==> config.mk <==
export PLATFORM = sky130hd
export DESIGN_NAME = pktgen_seq
export DESIGN_NICKNAME = d
export VERILOG_FILES = /design/src/rtl/pktgen_pkg.sv /design/src/rtl/pktgen_phase.sv /design/src/rtl/pktgen_lfsr.sv /design/src/rtl/pktgen_ready.sv /design/src/rtl/pktgen_seq.sv
export SDC_FILE = /design/constraint.sdc
export NUM_CORES = 1
export LEC_CHECK = 0
export BUFFER_PORTS_ARGS = -buffer_cell sky130_fd_sc_hd__buf_2
export CAP_MARGIN = 40
export CORE_MARGIN = 5
export CORE_UTILIZATION = 55
export DETAILED_ROUTE_END_ITERATION = 12
export PLACE_DENSITY = 0.74
export SLEW_MARGIN = 25
export SYNTH_ARGS = -nofsm -noshare
export SYNTH_HDL_FRONTEND = slang
export SYNTH_SLANG_ARGS = --single-unit
==> constraint.sdc <==
create_clock -name clk -period 4.85 [get_ports clk]
set_clock_uncertainty 0.1 [all_clocks]
set_input_delay 0.2425 -clock clk [delete_from_list [all_inputs] [get_ports clk]]
set_output_delay 0.2425 -clock clk [all_outputs]
set_load 0.1 [all_outputs]
==> src/rtl/pktgen_pkg.sv <==
package pktgen_pkg;

  localparam int LFSR_W = 15;

  typedef logic [LFSR_W-1:0] lfsr_t;

  typedef enum logic {
    PH_CHK = 1'b0,
    PH_MSG = 1'b1
  } phase_t;

  // x^15 + x^14 + 1, shift toward the MSB, feedback enters at bit 0
  function automatic lfsr_t lfsr_step(input lfsr_t s);
    return {s[LFSR_W-2:0], s[LFSR_W-1] ^ s[LFSR_W-2]};
  endfunction

endpackage

==> src/rtl/pktgen_phase.sv <==
module pktgen_phase
  import pktgen_pkg::*;
#(
  parameter int MSG_BITS = 1784,
  parameter int CHK_BITS = 256
) (
  input  logic   clk,
  input  logic   rst,
  input  logic   bit_en,
  output phase_t phase_q,
  output logic   next_msg,
  output logic   pkt_start
);

  localparam int LONGEST = (MSG_BITS > CHK_BITS) ? MSG_BITS : CHK_BITS;
  localparam int CW      = (LONGEST > 1) ? $clog2(LONGEST) : 1;
  localparam logic [CW-1:0] MSG_LAST = CW'(MSG_BITS - 1);
  localparam logic [CW-1:0] CHK_LAST = CW'(CHK_BITS - 1);

  logic [CW-1:0] cnt_q;
  logic          at_end;

  always_comb begin
    at_end    = (phase_q == PH_MSG) ? (cnt_q == MSG_LAST) : (cnt_q == CHK_LAST);
    next_msg  = at_end ? (phase_q == PH_CHK) : (phase_q == PH_MSG);
    pkt_start = bit_en && at_end && (phase_q == PH_CHK);
  end

  always_ff @(posedge clk) begin
    if (rst) begin
      phase_q <= PH_MSG;
      cnt_q   <= '0;
    end else if (bit_en) begin
      if (at_end) begin
        phase_q <= (phase_q == PH_MSG) ? PH_CHK : PH_MSG;
        cnt_q   <= '0;
      end else begin
        cnt_q <= cnt_q + 1'b1;
      end
    end
  end

  // the counter never runs past the message length
  p_msg_bound_r2: assert property (@(posedge clk) disable iff (rst)
    (phase_q == PH_MSG) |-> (cnt_q <= MSG_LAST));

  // the counter never runs past the checksum length
  p_chk_bound_r3: assert property (@(posedge clk) disable iff (rst)
    (phase_q == PH_CHK) |-> (cnt_q <= CHK_LAST));

  // the checksum gap is only entered from the last message bit
  p_msg_exit_r2: assert property (@(posedge clk) disable iff (rst)
    ((phase_q == PH_MSG) && bit_en && (cnt_q != MSG_LAST)) |=> (phase_q == PH_MSG));

  // the counter holds without an enable
  p_cnt_hold_r8: assert property (@(posedge clk) disable iff (rst)
    !bit_en |=> $stable(cnt_q));

endmodule

==> src/rtl/pktgen_lfsr.sv <==
module pktgen_lfsr
  import pktgen_pkg::*;
#(
  parameter lfsr_t SEED = 15'h4A5F
) (
  input  logic clk,
  input  logic rst,
  input  logic adv,
  input  logic clr,
  output logic bit_q
);

  lfsr_t state_q;

  always_ff @(posedge clk) begin
    if (rst) begin
      state_q <= lfsr_step(SEED);
      bit_q   <= SEED[LFSR_W-1];
    end else if (adv) begin
      bit_q   <= state_q[LFSR_W-1];
      state_q <= lfsr_step(state_q);
    end else if (clr) begin
      bit_q <= 1'b0;
    end
  end

  // a maximal-length register must never fall into the all-zero lock
  p_state_live_r5: assert property (@(posedge clk) disable iff (rst)
    state_q != '0);

  // the sequence moves only on an advance
  p_state_hold_r8: assert property (@(posedge clk) disable iff (rst)
    !adv |=> $stable(state_q));

endmodule

==> src/rtl/pktgen_ready.sv <==
module pktgen_ready (
  input  logic clk,
  input  logic rst,
  input  logic pkt_start,
  output logic ready_q
);

  logic seen_q;

  always_ff @(posedge clk) begin
    if (rst) begin
      seen_q  <= 1'b0;
      ready_q <= 1'b0;
    end else if (pkt_start) begin
      seen_q <= 1'b1;
      if (seen_q) ready_q <= 1'b1;
    end
  end

  // once qualified, the flag never drops
  p_ready_sticky_r7: assert property (@(posedge clk) disable iff (rst)
    ready_q |=> ready_q);

  // the flag needs a strobe rise already recorded
  p_ready_second_r6: assert property (@(posedge clk) disable iff (rst)
    $rose(ready_q) |-> $past(seen_q));

endmodule

==> src/rtl/pktgen_seq.sv <==
module pktgen_seq
  import pktgen_pkg::*;
#(
  parameter int    MSG_BITS = 1784,
  parameter int    CHK_BITS = 256,
  parameter lfsr_t SEED     = 15'h4A5F
) (
  input  logic clk,
  input  logic rst,
  input  logic bit_en,
  output logic msg_bit,
  output logic sel_msg,
  output logic data_ready
);

  phase_t phase_q;
  logic   next_msg;
  logic   pkt_start;
  logic   adv;
  logic   clr;

  pktgen_phase #(
    .MSG_BITS (MSG_BITS),
    .CHK_BITS (CHK_BITS)
  ) u_phase (
    .clk       (clk),
    .rst       (rst),
    .bit_en    (bit_en),
    .phase_q   (phase_q),
    .next_msg  (next_msg),
    .pkt_start (pkt_start)
  );

  assign adv = bit_en & next_msg;
  assign clr = bit_en & ~next_msg;

  pktgen_lfsr #(
    .SEED (SEED)
  ) u_lfsr (
    .clk   (clk),
    .rst   (rst),
    .adv   (adv),
    .clr   (clr),
    .bit_q (msg_bit)
  );

  pktgen_ready u_ready (
    .clk       (clk),
    .rst       (rst),
    .pkt_start (pkt_start),
    .ready_q   (data_ready)
  );

  assign sel_msg = (phase_q == PH_MSG);

  // no output moves on an idle cycle
  p_hold_r8: assert property (@(posedge clk) disable iff (rst)
    !bit_en |=> ($stable(msg_bit) && $stable(sel_msg) && $stable(data_ready)));

  // the data line is quiet during the checksum interval
  p_quiet_chk_r4: assert property (@(posedge clk) disable iff (rst)
    !sel_msg |-> !msg_bit);

  // qualification coincides with a strobe rising edge
  p_ready_on_rise_r6: assert property (@(posedge clk) disable iff (rst)
    $rose(data_ready) |-> $rose(sel_msg));

  // a strobe rise always follows an enabled tick
  p_rise_enabled_r3: assert property (@(posedge clk) disable iff (rst)
    $rose(sel_msg) |-> $past(bit_en));

endmodule

# After elaboration in Yosys (flattened, before gate mapping)
# Cells that the tools add are included.
# Widths: inputs -> output; s select.
# totals
ff_bits,30
inputBits,3
output_inout_bits,3
# classes
addsub,1
n_eq_ne,2
n_mux,6
n_bitwise,5
reduce_logical,5
# ops
op,n
$add 11x1->11 const B,1
$eq 11x11->1 const B,1
$eq 11x8->1 const B,1
$mux 11,1
$mux 1,5
$reduce_and 2->1,2
$and 1x1->1,2
$logic_and 1x1->1,2
$not 1->1,2
$reduce_bool 2->1,1
$xor 1x1->1,1

# Longest topological paths before layout
# Gate-level depths: netlist of the first run.
# depth
depth_word,7
ltp_mapped,7
depth_no_buf,5

# By module
# Synthesis of the first run repeated with hierarchy kept, for this count alone.
# unflattened
cells_unflattened,126
area_unflattened_um2,1234.9
# by_module_without_submodules
module,n_inst,cells_each,area_each_um2,seq_area_each_um2
pktgen_lfsr,1,54,589.3,320.3
pktgen_phase,1,64,573.0,240.2
pktgen_ready,1,6,56.3,40.0
pktgen_seq,1,2,16.3,0.0

# Worst setup path after synthesis of the first run
# No wires, ideal clock.
# synth_path
path_type,register -> register
startpoint,register u_phase.phase_q
endpoint,register u_lfsr.state_q[5]
setup_time_ns,0.072
t_arrival_ns,2.399
required_time_ns,4.678
path_slack_ns,2.279
path_stages_with_launch,8
path_buffers,3
period_less_slack_ns,2.571
path_cell_list,dfxtp_1 -> buf_6 -> or3_4 -> a2111oi_4 -> o221a_2 -> buf_6 -> buf_12 -> mux2i_1
# synth_via
elab_chain_cells,3
elab_cells_between_ends,4
cone_classes,2 x mux; 2 x bitwise
# synth_lines
element,line_no,source
from (decl),pktgen_phase.sv:10,"output phase_t phase_q,"
from (signal assigned),pktgen_phase.sv:35,phase_q <= (phase_q == PH_MSG) ? PH_CHK : PH_MSG;
$mux 1 / $not 1->1 (equally long branches),"pktgen_phase.sv:24, pktgen_phase.sv:25",
$mux 1 *,pktgen_phase.sv:25,next_msg = at_end ? (phase_q == PH_CHK) : (phase_q == PH_MSG);
$and 1x1->1 *,pktgen_seq.sv:34,assign adv = bit_en & next_msg;
to (signal assigned),pktgen_lfsr.sv:17,state_q <= lfsr_step(SEED);
to (signal assigned),pktgen_lfsr.sv:21,state_q <= lfsr_step(state_q);
to (decl),pktgen_lfsr.sv:13,lfsr_t state_q;
# Mark *: on every way between the ends. The rest lies on a longest branch, timed or not.
# A chain may end at the register's enable or synchronous reset.

# Final worst setup path of the first run
# layout_path
startpoint,register u_phase.phase_q
endpoint,register u_lfsr.state_q[8]
# Same word-level chain as after synthesis.

==> results.py, run 1 <==
metrics = {
    "cells_and_area": {
        "final_util": 0.576,
        "diodes": 0,
        "nets": 146,
        "finalNonFillerCells": 173,
        "layout-drive-gt1-share": 0.133,
        "syn2layout_area_growth_pct": 2.30,
    },
    "cts": {
        "cts_tree": "built",
        "worstSkewPairLatency_ns": 0.34,
        "cts_resized": 0,
        "cts-root-buf": "clkbuf_4",
        "post_cts_buffers": 0,
        "htree_num_levels": 2,
        "cts_buffer_depth": 2,
        "clk_pin_slew_ns": 0.09,
        "cts_sinks": 30,
        "holdBufCountCts": 0,
        "numCtsBuffers": 5,
    },
    "detailed_routing": {
        "first_iter_violations": 25,
        "vias_per_cell": 5.21,
        "drt_wl_total_mm": 2.15,
        "num_vias": 902,
        "drtPass1Iterations": 4,
        "drt-wirelength-per-cell_um": 12.4,
        "drc": 0,
        "postRouteAntennaNets": 0,
    },
    "timing": {
        "worst_slew_pin_slew_ns": 0.502,
        "maxSlewHeadroom": 0.665,
        "grt_setup_unrepaired": "false",
        "period_share": 0.475,
        "drv_slew": 0,
        "period_minus_slack_ns": 2.30,
        "setup_violations": 0,
        "fin_tns_setup_ns": 0,
        "max_clock_freq_mhz": 434,
        "final-hold-violation-count": 0,
        "final.setup.worst_slack_ns": 2.55,
    },
    "logic_synthesis": {
        "syn-num-nets": 143,
        "syn_inst": 139,
        "yosysSeqAreaShare": 0.442,
        "synthTopCellsByArea": "dfxtp_1 44%, mux2i_1 12%, nor2_1 8.6%",
        "syn_area_per_cell_sq_um": 9.77,
        "synth_area_leader_cell": "dfxtp_1",
        "ys_seq_elements": 30,
        "synthArstFlopShare": 0,
        "syn-cell-area_sq_um": 1360,
        "synth.most_common_cell": "nor2_1",
        "synth-edff-count": 0,
        "synthFlopType": "dfxtp_1",
        "synth_common_cells": "31 x nor2_1, 30 x dfxtp_1, 16 x mux2i_1",
        "ys.warnings.count": 0,
        "yosysUniqueCellTypes": 29,
        "synth_top_area_share": 0.442,
    },
    "critical_path": {
        "critical_path.slowest_cell": "o221a_2",
        "cp_max_fo": 16,
        "reg2reg_depth": 4,
        "arrival_ns": 2.46,
        "max_stage_delay_ns": 0.60,
        "r2r_slack_ns": 2.55,
        "r2r_start": "u_phase.phase_q",
        "cp.required_ns": 5.01,
        "reg2reg_to": "u_lfsr.state_q[8]",
        "worstPathCellList": "or3_4, a2111oi_4, o221a_2, mux2i_1",
        "end_kind": "register",
        "cp-start-kind": "register",
        "critPathKind": "reg2reg",
    },
    "grt": {
        "grt_pass1_vias": 874,
        "grt_pass1_wl_mm": 3.64,
        "grt_max_degree": 29,
        "grt_overflow": 0,
        "grtUsageTotal": 0.141,
        "antenna_found_initial": 0,
    },
    "flow_run": {
        "cap_violations": 0,
    },
    "pwr": {
        "p_leak_nw": 0.535,
        "finalPower_uw": 456,
        "peakVddDrop_mv": 0.252,
        "powerDensity_nw_per_um2": 329,
    },
    "worst_hold_path": {
        "worstHoldPathCells": 3,
        "whs_endpoint": "u_phase.cnt_q[1]",
        "hp-start": "bit_en",
        "hold_path_class": "in2reg",
    },
    "die": {
        "die_area_sq_um": 3560,
        "die_y_um": 59.7,
        "fp-row-count": 18,
        "fp.dieW_um": 59.7,
        "initial_core_util": 0.563,
        "coreArea_sq_um": 2410,
        "io_pins": 6,
    },
    "place": {
        "post-place-cells": 165,
        "globalplace.congestion": 0.745,
        "place_ws_ns": 2.55,
        "io_buffers": 5,
        "hpwl_mm": 1.51,
    },
    "outcome": {
        "outcome": "completed",
    },
}
[report_power, final]
group	total, mW	internal (mW)	switching (mW)
combinational	0.0355	0.0145	0.0210
clock	0.157	0.0696	0.0879
sequential	0.263	0.257	0.00626
total	0.456	0.341	0.115
[cells in the final DEF (no fill, tap or decap), drive strengths merged, types with 2 or more instances in the layout]
cell / n
mux2i: 16
nand2b: 10
dfxtp: 30
nor3: 3
nand3: 4
nor2: 31
a31oi: 2
buf: 5
or3: 2
clkbuf: 6
inv: 3
nand2: 4
nand4: 3
xor2: 4
xnor2: 8
[critical path: cells and delay by family, from the launching register on]
| family | cells | cell delay [ns] |
|---|---|---|
| multiplexers | 1 | 0.25 |
| AO/OA/AOI/OAI | 2 | 1.08 |
| flip-flops | 1 | 0.40 |
| AND/OR/NAND/NOR | 1 | 0.40 |
[cells by family after synthesis]
family / Yosys count / share of synthesized area
simple gates: 60 / 0.213
flops: 30 / 0.442
mux: 16 / 0.118
xor+xnor: 12 / 0.0774
buf+inv: 12 / 0.0783
compound gates: 8 / 0.0618
fa+ha+maj: 1 / 0.00922
[registers in the layout, indices dropped and copies added, names as in the netlist]
name,flops
u_lfsr.state_q,15
u_phase.cnt_q,11
u_lfsr.bit_q,1
u_ready.ready_q,1
u_phase.phase_q,1
u_ready.seen_q,1
[per-stage QoR]
stage          area, sq um  hold WS, ns
2_1_floorplan         1360        0.337
3_3_place_gp          1330        0.362
3_5_place_dp          1330        0.365
4_1_cts               1390        0.197
5_1_grt               1390        0.215
6_report              1390        0.205
[cell type report]
type                            count  area, sq um
Clock buffer                        6         51.3
Clock inverter                      2         12.5
Fill cell                         220         1020
Inverter                            3         11.3
Multi-Input combinational cell     97          651
Sequential cell                    30          601
Tap cell                           30         37.5
Timing Repair Buffer                5         25.0
[routing by layer]
layer	part of all wire	track usage	vias to the layer above	wire length [um]
met1	0.46	0.142	417	980
met4	0.024	0.0759	0	51
met5	0	0	-	0
met2	0.48	0.235	9	1030
li1	-	-	469	-
met3	0.042	0.0713	7	91
[worst max-delay path by stage]
| stage | startpoint | end | slack [ns] | depth (start not counted) |
|---|---|---|---|---|
| 6_report | u_phase.phase_q | u_lfsr.state_q[8] | 2.55 | 4 |
| 5_1_grt | u_phase.phase_q | u_lfsr.state_q[1] | 2.44 | 4 |
| 4_1_cts | u_phase.phase_q | u_lfsr.state_q[8] | 2.55 | 4 |
| 3_5_place_dp | u_phase.phase_q | u_lfsr.state_q[8] | 2.55 | 4 |
| 3_3_place_gp | u_phase.phase_q | u_lfsr.state_q[13] | 2.64 | 4 |
| 2_1_floorplan | u_phase.phase_q | u_lfsr.state_q[5] | 2.28 | 7 |
Note: power is estimated with default switching activity, not from simulation.
==> run 2, diff against run 1 <==
CORE_UTILIZATION = 53   (was 55)
PLACE_DENSITY = 0.75   (was 0.74)
clock period = 2 ns   (was 4.85 ns; I/O delays follow)
==> results.py, run 2 (synthesized netlist as in run 1, its figures left out) <==
metrics = {
    "timing": {
        "period_minus_slack_ns": 1.93,
        "maxSlewHeadroom": 0.678,
        "final.setup.worst_slack_ns": 0.0708,
        "drv_slew": 0,
        "holdWs_ns": 0.0700,
        "setup_violations": 0,
        "final-hold-violation-count": 0,
        "period_share": 0.965,
        "worst_slew_pin_slew_ns": 0.486,
        "max_clock_freq_mhz": 518,
        "fin_tns_setup_ns": 0,
    },
    "cells_and_area": {
        "largest_register_ffs": 15,
        "largest_register": "u_lfsr.state_q",
        "syn2layout_area_growth_pct": 10.9,
        "final_cell_mix": "31 x nor2_1, 27 x dfxtp_1, 16 x mux2i_1",
        "final_common_cell": "nor2_1",
        "reg_top3": "u_lfsr.state_q (15), u_phase.cnt_q (11)",
        "final_util": 0.613,
        "finalNonFillerCells": 178,
        "fin_area_sq_um": 1510,
        "layout-drive-gt1-share": 0.189,
        "diodes": 0,
        "nets": 151,
    },
    "grt": {
        "grtUsageTotal": 0.148,
        "grt_pass1_vias": 943,
        "grt_overflow": 0,
        "grt_pass1_wl_mm": 3.90,
        "grt_max_degree": 29,
        "antenna_found_initial": 0,
    },
    "detailed_routing": {
        "drtPass1Iterations": 4,
        "vias_per_cell": 5.21,
        "postRouteAntennaNets": 0,
        "drc": 0,
        "num_vias": 927,
        "drt_wl_total_mm": 2.22,
        "drt-wirelength-per-cell_um": 12.5,
        "first_iter_violations": 15,
    },
    "cts": {
        "clk_pin_slew_ns": 0.09,
        "holdBufCountCts": 0,
        "htree_num_levels": 2,
        "worstSkewPairLatency_ns": 0.33,
        "cts-root-buf": "clkbuf_4",
        "cts_sinks": 30,
        "post_cts_buffers": 0,
        "cts_resized": 0,
        "cts_buffer_depth": 2,
        "numCtsBuffers": 5,
        "cts_tree": "built",
    },
    "die": {
        "die_area_sq_um": 3670,
        "io_pins": 6,
        "initial_core_util": 0.553,
        "coreArea_sq_um": 2450,
        "die_y_um": 60.6,
        "fp.dieW_um": 60.6,
        "fp-row-count": 18,
    },
    "worst_hold_path": {
        "hp-start": "rst",
        "whs_endpoint": "u_ready.seen_q",
        "hold_path_class": "in2reg",
        "worstHoldPathCells": 2,
    },
    "critical_path": {
        "cp-start-kind": "register",
        "r2r_start": "u_phase.cnt_q[9]",
        "critPathKind": "reg2reg",
        "arrival_ns": 2.08,
        "reg2reg_depth": 5,
        "cp.required_ns": 2.15,
        "end_kind": "register",
        "cp_max_fo": 16,
        "reg2reg_to": "u_lfsr.state_q[13]",
        "r2r_slack_ns": 0.07,
    },
    "pwr": {
        "powerDensity_nw_per_um2": 905,
        "finalPower_mw": 1.36,
        "p_leak_nw": 0.588,
        "peakVddDrop_mv": 0.746,
    },
    "place": {
        "globalplace.congestion": 0.795,
        "io_buffers": 5,
        "placed_cell_area_sq_um": 1380,
        "hpwl_mm": 1.56,
        "place_ws_ns": 0.0535,
        "post-place-cells": 170,
    },
    "outcome": {
        "outcome": "completed",
    },
    "flow_run": {
        "cap_violations": 0,
    },
}
## run 2: final cells by class
class | count | area [sq um]
fill | 210 | 950
multi-input combinational | 97 | 663
sequential | 30 | 607
timing repair buffer | 10 | 75.1
clock inverter | 2 | 60.1
clock buffer | 6 | 51.3
tap | 30 | 37.5
inverter | 3 | 11.3
## run 2: critical path, cell delays in order, from the launching register on
cell,delay (ns)
dfxtp_1,0.37
or3_4,0.41
a2111oi_4,0.34
o221a_2,0.27
buf_12,0.16
mux2i_1,0.20
## run 2: how the worst max path moves through the flow
stage,cells after the start,slack (ns),from,to
after floorplan,7,-0.16,u_phase.phase_q,u_lfsr.state_q[5]
after global placement,6,0.12,u_phase.cnt_q[1],u_lfsr.bit_q
after detailed placement,6,0.05,u_phase.cnt_q[1],u_lfsr.bit_q
after CTS,6,0.04,u_phase.cnt_q[1],u_lfsr.bit_q
after global routing,5,-0.01,u_phase.cnt_q[9],u_lfsr.state_q[0]
final,5,0.07,u_phase.cnt_q[9],u_lfsr.state_q[13]
## run 2: report_power, final
| group | switching (mW) | internal (mW) | leakage (nW) |
|---|---|---|---|
| clock network | 0.202 | 0.424 | 0.0585 |
| registers | 0.0163 | 0.623 | 0.246 |
| logic | 0.0547 | 0.0431 | 0.284 |
| total | 0.273 | 1.09 | 0.588 |
## run 2: routing by layer
metal / up-vias / global-route usage / part of all wire / wire length, um
met4: 0 / 0.0867 / 0.025 / 55
met2: 13 / 0.247 / 0.50 / 1110
li1: 478 / - / - / -
met5: - / 0 / 0 / 0
met1: 429 / 0.149 / 0.43 / 966
met3: 7 / 0.0723 / 0.040 / 89
